**src/rtl/sysio_pkg.sv**
```systemverilog
package sysio_pkg;

  typedef enum logic [1:0] {
    SZ_BYTE = 2'd0,
    SZ_HALF = 2'd1,
    SZ_WORD = 2'd2,
    SZ_RSVD = 2'd3
  } acc_size_e;

  localparam int PORT_AW = 12;
  localparam int N_SINK  = 4;

  // reversed bit numbering: index n weighs 1 << (7 - n)
  function automatic logic [7:0] rev_bit(input int n);
    rev_bit = 8'd1 << (7 - n);
  endfunction

  function automatic logic [7:0] keep_bits(input logic [7:0] d, input logic [7:0] m);
    keep_bits = d & m;
  endfunction

  function automatic logic is_word(input logic [1:0] s);
    is_word = (s == SZ_WORD);
  endfunction

  localparam logic [7:0] SRST_MASK = rev_bit(7);
  localparam logic [7:0] LE_MASK   = rev_bit(6);
  localparam logic [7:0] CTL_MASK  = rev_bit(0) | rev_bit(1) | rev_bit(2) | rev_bit(3);
  localparam logic [7:0] MAP_MASK  = rev_bit(7);
  localparam logic [7:0] MAP_RST   = MAP_MASK;

  localparam logic [PORT_AW-1:0] A_SRST  = 12'h092;
  localparam logic [PORT_AW-1:0] A_EQUIP = 12'h80C;
  localparam logic [PORT_AW-1:0] A_KEY   = 12'h818;
  localparam logic [PORT_AW-1:0] A_CTL   = 12'h81C;
  localparam logic [PORT_AW-1:0] A_MAP   = 12'h850;
  localparam logic [PORT_AW-1:0] A_BOARD = 12'h852;
  localparam logic [PORT_AW-1:0] SINK_ADDR [N_SINK] = '{12'h808, 12'h810, 12'h812, 12'h814};

  typedef struct packed {
    logic srst;
    logic ctl;
    logic map;
    logic equip;
    logic board;
    logic keylock;
    logic sink;
    logic parity;
  } sel_t;

endpackage

```
**src/rtl/sysio_decode.sv**
```systemverilog
module sysio_decode
  import sysio_pkg::*;
#(
  parameter int                ADDR_W   = 32,
  parameter logic [ADDR_W-1:0] PAR_BASE = 32'hBFFF_EFF0
) (
  input  logic [ADDR_W-1:0] addr,
  input  logic [1:0]        size,
  output sel_t              sel,
  output logic              par_bad
);

  logic               low_page;
  logic [PORT_AW-1:0] off;
  logic [N_SINK-1:0]  sink_hit;

  assign low_page = (addr[ADDR_W-1:PORT_AW] == '0);
  assign off      = addr[PORT_AW-1:0];

  for (genvar g = 0; g < N_SINK; g++) begin : g_sink
    assign sink_hit[g] = low_page && (off == SINK_ADDR[g]);
  end

  always_comb begin
    sel         = '0;
    sel.srst    = low_page && (off == A_SRST);
    sel.ctl     = low_page && (off == A_CTL);
    sel.map     = low_page && (off == A_MAP);
    sel.equip   = low_page && (off == A_EQUIP);
    sel.board   = low_page && (off == A_BOARD);
    sel.keylock = low_page && (off == A_KEY);
    sel.sink    = |sink_hit;
    sel.parity  = (addr[ADDR_W-1:2] == PAR_BASE[ADDR_W-1:2]);
  end

  assign par_bad = sel.parity && !is_word(size);

endmodule

```
**src/rtl/sysio_mreg.sv**
```systemverilog
module sysio_mreg
  import sysio_pkg::*;
#(
  parameter logic [7:0] MASK    = 8'hFF,
  parameter logic [7:0] RST_VAL = 8'h00
) (
  input  logic       clk,
  input  logic       rst,
  input  logic       we,
  input  logic [7:0] d,
  output logic [7:0] q
);

  always_ff @(posedge clk) begin
    if (rst)     q <= keep_bits(RST_VAL, MASK);
    else if (we) q <= keep_bits(d, MASK);
  end

endmodule

```
**src/rtl/sysio_regs.sv**
```systemverilog
module sysio_regs
  import sysio_pkg::*;
(
  input  logic       clk,
  input  logic       rst,
  input  logic       wr_srst,
  input  logic       wr_ctl,
  input  logic       wr_map,
  input  logic [7:0] wdata,
  output logic [7:0] srst_q,
  output logic [7:0] ctl_q,
  output logic [7:0] map_q,
  output logic       halt_q
);

  logic le_req;

  sysio_mreg #(.MASK(SRST_MASK), .RST_VAL(8'h00)) u_srst (
    .clk(clk), .rst(rst), .we(wr_srst), .d(wdata), .q(srst_q)
  );

  sysio_mreg #(.MASK(CTL_MASK), .RST_VAL(8'h00)) u_ctl (
    .clk(clk), .rst(rst), .we(wr_ctl), .d(wdata), .q(ctl_q)
  );

  sysio_mreg #(.MASK(MAP_MASK), .RST_VAL(MAP_RST)) u_map (
    .clk(clk), .rst(rst), .we(wr_map), .d(wdata), .q(map_q)
  );

  assign le_req = wr_srst && (keep_bits(wdata, LE_MASK) != 8'h00);

  always_ff @(posedge clk) begin
    if (rst)         halt_q <= 1'b0;
    else if (le_req) halt_q <= 1'b1;
  end

endmodule

```
**src/rtl/sysio_rdmux.sv**
```systemverilog
module sysio_rdmux #(
  parameter int         DATA_W      = 32,
  parameter logic [7:0] EQUIP_STRAP = 8'h00,
  parameter logic [7:0] BOARD_ID    = 8'h00
) (
  input  logic              clk,
  input  logic              rst,
  input  logic              rd_en,
  input  logic              hit_srst,
  input  logic              hit_ctl,
  input  logic              hit_map,
  input  logic              hit_equip,
  input  logic              hit_board,
  input  logic [7:0]        srst_q,
  input  logic [7:0]        ctl_q,
  input  logic [7:0]        map_q,
  input  logic              size_bad,
  output logic [DATA_W-1:0] rd_data,
  output logic              size_err
);

  logic [7:0] byte_sel;

  // selects are mutually exclusive, so an AND-OR mux suffices
  always_comb begin
    byte_sel = ({8{hit_srst}}  & srst_q)
             | ({8{hit_ctl}}   & ctl_q)
             | ({8{hit_map}}   & map_q)
             | ({8{hit_equip}} & EQUIP_STRAP)
             | ({8{hit_board}} & BOARD_ID);
  end

  always_ff @(posedge clk) begin
    if (rst) begin
      rd_data  <= '0;
      size_err <= 1'b0;
    end else begin
      rd_data  <= rd_en ? DATA_W'(byte_sel) : '0;
      size_err <= size_bad;
    end
  end

endmodule

```
**src/rtl/sysio_regblk.sv**
```systemverilog
module sysio_regblk
  import sysio_pkg::*;
#(
  parameter int                ADDR_W      = 32,
  parameter int                DATA_W      = 32,
  parameter logic [ADDR_W-1:0] PAR_BASE    = 32'hBFFF_EFF0,
  parameter logic [7:0]        EQUIP_STRAP = 8'h00,
  parameter logic [7:0]        BOARD_ID    = 8'h00
) (
  input  logic              clk,
  input  logic              rst,
  input  logic [ADDR_W-1:0] addr,
  input  logic [1:0]        size,
  input  logic              wr_en,
  input  logic              rd_en,
  input  logic [7:0]        wdata,
  output logic [DATA_W-1:0] rd_data,
  output logic              srst_out,
  output logic              map_out,
  output logic              le_halt,
  output logic              size_err
);

  sel_t       sel;
  logic       par_bad;
  logic       ev_wr_srst;
  logic       ev_wr_ctl;
  logic       ev_wr_map;
  logic       ev_size_bad;
  logic [7:0] srst_q;
  logic [7:0] ctl_q;
  logic [7:0] map_q;

  sysio_decode #(.ADDR_W(ADDR_W), .PAR_BASE(PAR_BASE)) u_dec (
    .addr(addr), .size(size), .sel(sel), .par_bad(par_bad)
  );

  assign ev_wr_srst  = wr_en && sel.srst;
  assign ev_wr_ctl   = wr_en && sel.ctl;
  assign ev_wr_map   = wr_en && sel.map;
  assign ev_size_bad = (wr_en || rd_en) && par_bad;

  sysio_regs u_regs (
    .clk(clk), .rst(rst),
    .wr_srst(ev_wr_srst), .wr_ctl(ev_wr_ctl), .wr_map(ev_wr_map),
    .wdata(wdata),
    .srst_q(srst_q), .ctl_q(ctl_q), .map_q(map_q), .halt_q(le_halt)
  );

  sysio_rdmux #(.DATA_W(DATA_W), .EQUIP_STRAP(EQUIP_STRAP), .BOARD_ID(BOARD_ID)) u_rd (
    .clk(clk), .rst(rst), .rd_en(rd_en),
    .hit_srst(sel.srst), .hit_ctl(sel.ctl), .hit_map(sel.map),
    .hit_equip(sel.equip), .hit_board(sel.board),
    .srst_q(srst_q), .ctl_q(ctl_q), .map_q(map_q),
    .size_bad(ev_size_bad),
    .rd_data(rd_data), .size_err(size_err)
  );

  assign srst_out = (srst_q != 8'h00);
  assign map_out  = (map_q != 8'h00);

endmodule

```
**config.mk**
```make
export PLATFORM = sky130hd
export DESIGN_NAME = sysio_regblk
export DESIGN_NICKNAME = d
export VERILOG_FILES = /design/src/rtl/sysio_pkg.sv /design/src/rtl/sysio_decode.sv /design/src/rtl/sysio_mreg.sv /design/src/rtl/sysio_regs.sv /design/src/rtl/sysio_rdmux.sv /design/src/rtl/sysio_regblk.sv
export SDC_FILE = /design/constraint.sdc
export NUM_CORES = 1
export LEC_CHECK = 0
export ABC_AREA = 1
export BUFFER_PORTS_ARGS = -buffer_cell sky130_fd_sc_hd__buf_4
export CORE_ASPECT_RATIO = 0.75
export CORE_UTILIZATION = 46
export DETAILED_ROUTE_END_ITERATION = 8
export GPL_TIMING_DRIVEN = 0
export PLACE_DENSITY = 0.81
export SYNTH_ARGS = -nofsm -noshare
export SYNTH_HDL_FRONTEND = slang
export SYNTH_HIERARCHICAL = 1
export SYNTH_SLANG_ARGS = --single-unit
export TNS_END_PERCENT = 10
```
**constraint.sdc**
```tcl
create_clock -name clk -period 1.7 [get_ports clk]
set_clock_uncertainty 0.05 [all_clocks]
set_input_delay 0.085 -clock clk [delete_from_list [all_inputs] [get_ports clk]]
set_output_delay 0.085 -clock clk [all_outputs]
set_load 0.02 [all_outputs]
```
# After elaboration in Yosys (flattened, before gate mapping)
# Index checks and enable logic that the tools add are counted.
[classes] n_lt_le_gt_ge=0 n_eq_ne=5 n_shift=0 reduce_logical=13 div=0 n_addsub=0 multipliers=0 n_mux=0 bitwise=6
[ops] op="== test 30 bit, second input constant" n=1
[ops] op="== test 12 bit, second input constant" n=2
[ops] op="logical NOT 20 bit" n=1
[ops] op="AND 8 x 1 -> 8 bit" n=2
[ops] op="bitwise OR 8 bit" n=2
[ops] op="== test 12 x 8 -> 1 bit, second input constant" n=1
[ops] op="logical AND 1 bit" n=9
[ops] op="AND 8 bit" n=1
[ops] op="== test 2 bit, second input constant" n=1
[ops] op="OR reduction 2 bit" n=1
[ops] op="logical NOT 1 bit" n=1
[ops] op="logical OR 1 bit" n=1
[ops] op="NOT 1 bit" n=1
[totals] mem_bits_rw=0 memories=0 rom_bits=0 input_bits=46 reg_bits=40 latch_bits=0 out_inout_bits=36 word_cells=31

# Longest topological paths before layout
[logic_depth] depth_word=5 depth_mapped=11 ltp_nobuf=10

# By module
# The synthesis kept the hierarchy.
[modules_own_cells] module="sysio_rdmux" n_inst=1 area_per_inst_um2=599.3 cells_per_inst=89 seq_area_each_um2=180.2
[modules_own_cells] module="sysio_decode" n_inst=1 area_per_inst_um2=392.9 cells_per_inst=91 seq_area_each_um2=0.0
[modules_own_cells] module="sysio_mreg (u_regs.u_ctl)" n_inst=1 area_per_inst_um2=206.4 cells_per_inst=31 seq_area_each_um2=80.1
[modules_own_cells] module="sysio_regblk" n_inst=1 area_per_inst_um2=142.6 cells_per_inst=37 seq_area_each_um2=0.0
[modules_own_cells] module="sysio_mreg (u_regs.u_map)" n_inst=1 area_per_inst_um2=103.8 cells_per_inst=14 seq_area_each_um2=20.0
[modules_own_cells] module="sysio_mreg (u_regs.u_srst)" n_inst=1 area_per_inst_um2=101.3 cells_per_inst=15 seq_area_each_um2=20.0
[modules_own_cells] module="sysio_regs" n_inst=1 area_per_inst_um2=36.3 cells_per_inst=4 seq_area_each_um2=20.0

# Worst setup path before layout
# Ideal clock, no wire load.
[synth_timing] path_type="input port to flip-flop" startpoint="in addr[12]" endpoint="reg u_regs.u_ctl.q[5]" arrival_time_ns=1.084 setup_ns=0.114 slack_ns=0.452 path_buffers=1 required_ns=1.536 stages=10 path_cell_list="or2_1 > nor2_2 > nand4_2 > nor2_1 > nand2_1 > inv_1 > buf_6 > nand2_1 > nand2_1 > nor2_2"
[synth_rtl] element="start: declaration" line_no="sysio_regblk.sv:12" text="input logic [ADDR_W-1:0] addr,"
[synth_rtl] element="end signal: assignment" line_no="sysio_mreg.sv:15" text="if (rst) q <= keep_bits(RST_VAL, MASK);"
[synth_rtl] element="end signal: assignment" line_no="sysio_mreg.sv:16" text="else if (we) q <= keep_bits(d, MASK);"
[synth_rtl] element="end: declaration" line_no="sysio_mreg.sv:11" text="output logic [7:0] q"

==> summary.txt <==
STA
  • Final worst slack: around 0.54 ns
  • FMAX: around 860 MHz
  • Post-Route Setup TNS: 0 ns
  • Setup Viol. Count Final: 0
  • RSZ-0062 raised after global routing: no
  • Fin crit period: ~1.2 ns
  • Period utilisation layout: between 60 and 70%
  • Max Slew Vio Count: 0
  • Hold Fails Final Rpt: 0

Power and ir drop
  • Leakage: ~1.3 nW
  • Pwr Total: between 0.0009 and 0.001 W
  • Power per cell area: ~440 nW/µm²
  • Peak supply drop: ~0.29 mV

Clock network
  • Post-CTS Hold Fix Bufs: 1
  • CTS resizes: 0
  • Max clock buf depth: 2
  • Clk slew on worst S/H paths: about 0.060 ns
  • CTS tree: yes
  • CTS sink count: 16
  • Post-CTS Setup Inserts: 0
  • H-Tree Level Count: 1
  • Root Buffer: clkbuf_8
  • Worst skew pair latency: roughly 0.25 ns
  • Number of buffers created by CTS: 3

Setup path
  • Critical Path Start: addr[9]
  • Reg2Reg Setup Slack: 1.00 ns
  • Critical Path End Type: flip-flop
  • CP max FO: 8
  • Crit-path cells: buf_4, or2_1, nor2_1, nand4_2, nor2_1, nand2_1, inv_1, buf_6, nand2_1, nand2_1, nor2_2
  • Max incr delay on CP: 0.23 ns
  • CP dominant cell by count: nand2_1
  • Required @ worst endpoint: about 1.8 ns
  • Critical path class: input pin to flip-flop
  • RR Startpoint: u_regs/u_map/q[0]$_SDFFE_PP1P_
  • Crit start category: input pin
  • Critical Path AT: 1.26 ns
  • CP max-delay cell: or2_1

Global routing
  • First-pass GRT wire length: about 5 mm
  • Vias in the first global route: 1283
  • Overall routing resource usage: about a fifth
  • Largest net degree at the start of global routing: 9
  • Grt ovf: 0
  • Antenna violations before repair: 0

Placed design
  • Dpl cells: roughly 400
  • Port buffer count: 55
  • DP Worst Slack: 0.2859 ns
  • Routability cong.: roughly 0.76
  • DP HPWL: between 2 and 3 mm

Drt
  • Post-DRT Antenna Nets: 0
  • Number of DRC markers in iteration 0: 45
  • Final wirelength: slightly above 3 mm
  • Vias: ~1500
  • DR vias/cell: 3.865
  • Mean routed wirelength per cell: ~7.8 µm
  • First-pass DRT Iterations: 4
  • Residual DRC: 0

Floorplan
  • I/O pin cnt: ~80
  • Die area: between 3000 and 4000 µm²
  • Std-Cell Rows: 17
  • Initial Util: between 40% and 50%
  • Die Span X: just under 70 µm
  • Core ar.: slightly above 3000 µm²
  • Die Y: between 50 and 60 µm

Final layout
  • Area Growth Syn to Fin: 43.26%
  • Diode count: 0
  • # nets final: 409
  • Share of cells above drive strength 1: between 30% and 40%
  • Final Non-Filler Cells: approximately 400

Hold path
  • HP Class: input pin to flip-flop
  • Min-delay src: wdata[0]

Logic synthesis
  • Post-Syn Area: about 1500 µm²
  • Avg Cell Area, Syn: between 5 and 6 µm²
  • Yosys warning total: 6
  • Post-Syn Instances: 264

Status
  • Status: complete, no violations

Flow run
  • Max_cap viols: 0
## critical path: cells and delay by family
kind | cells | cell delay, ns
buffers and inverters | 3 | 0.29
AND/OR/NAND/NOR | 8 | 0.88
## cells in the final DEF (no fill, tap or decap)
| master | count |
|---|---|
| nor3b_1 | 1 |
| nand3_1 | 12 |
| dfxtp_1 | 16 |
| nand3_2 | 1 |
| nand4_1 | 1 |
| or2_1 | 3 |
| nand2_2 | 1 |
| clkbuf_8 | 3 |
| o21a_1 | 1 |
| dlygate4sd3_1 | 1 |
| conb_1 | 42 |
| nor2_4 | 1 |
| and3_1 | 1 |
| buf_6 | 1 |
| nand2_1 | 80 |
| nor2_1 | 41 |
| nor2_2 | 6 |
| inv_1 | 43 |
| nand4_2 | 1 |
| a21oi_2 | 1 |
| nor3_1 | 1 |
| inv_2 | 2 |
| nand3b_1 | 1 |
| buf_4 | 100 |
## registers in the layout, summed over array words and instances, names as in the netlist
name	flops
u_regs/halt_q	1
u_regs/u_map/q	1
u_rd/size_err	1
u_rd/rd_data	8
u_regs/u_srst/q	1
u_regs/u_ctl/q	4
## metrics by stage
stage	hold slack [ns]	utilization (%)	cell area [µm²]
6_report	0.008920	71.25	2167
5_1_grt	0.006432	71.25	2167
4_1_cts	0.007347	71.25	2167
3_5_place_dp	0.2703	69.56	2116
3_3_place_gp	0.2605	69.56	2116
2_1_floorplan	0.09744	-	1655
## layout make-up
type	count	area [µm²]
fillers	279	874.6
clock buffers	3	41.29
plain buffers	46	349.1
inverters	45	168.9
flip-flops and latches	16	320.3
multi-input cells	195	817.0
repair buffers	56	422.9
well taps	38	47.55
## power breakdown
part	internal, W	switching, W
sequential	0.000375	0.0000000000000535
clock	0.000157	0.000131
combinational	0.000151	0.000131
## path summary, 6_finish.rpt
kind,depth (start not counted),to
max reg2reg,4,u_rd/rd_data[0]$_SDFF_PP0_
min reg2reg,2,u_regs/u_ctl/q[6]$_SDFFE_PP0P_
min,3,u_regs/u_map/q[0]$_SDFFE_PP1P_
max,11,u_regs/u_ctl/q[5]$_SDFFE_PP0P_
## metal layers
layer	global-route usage [%]	wire length (µm)
met2	34.31	1425
met5	0	0
met4	8.333	53
met1	22.91	1410
met3	5.702	207
Power figures use the tool's default switching activity.
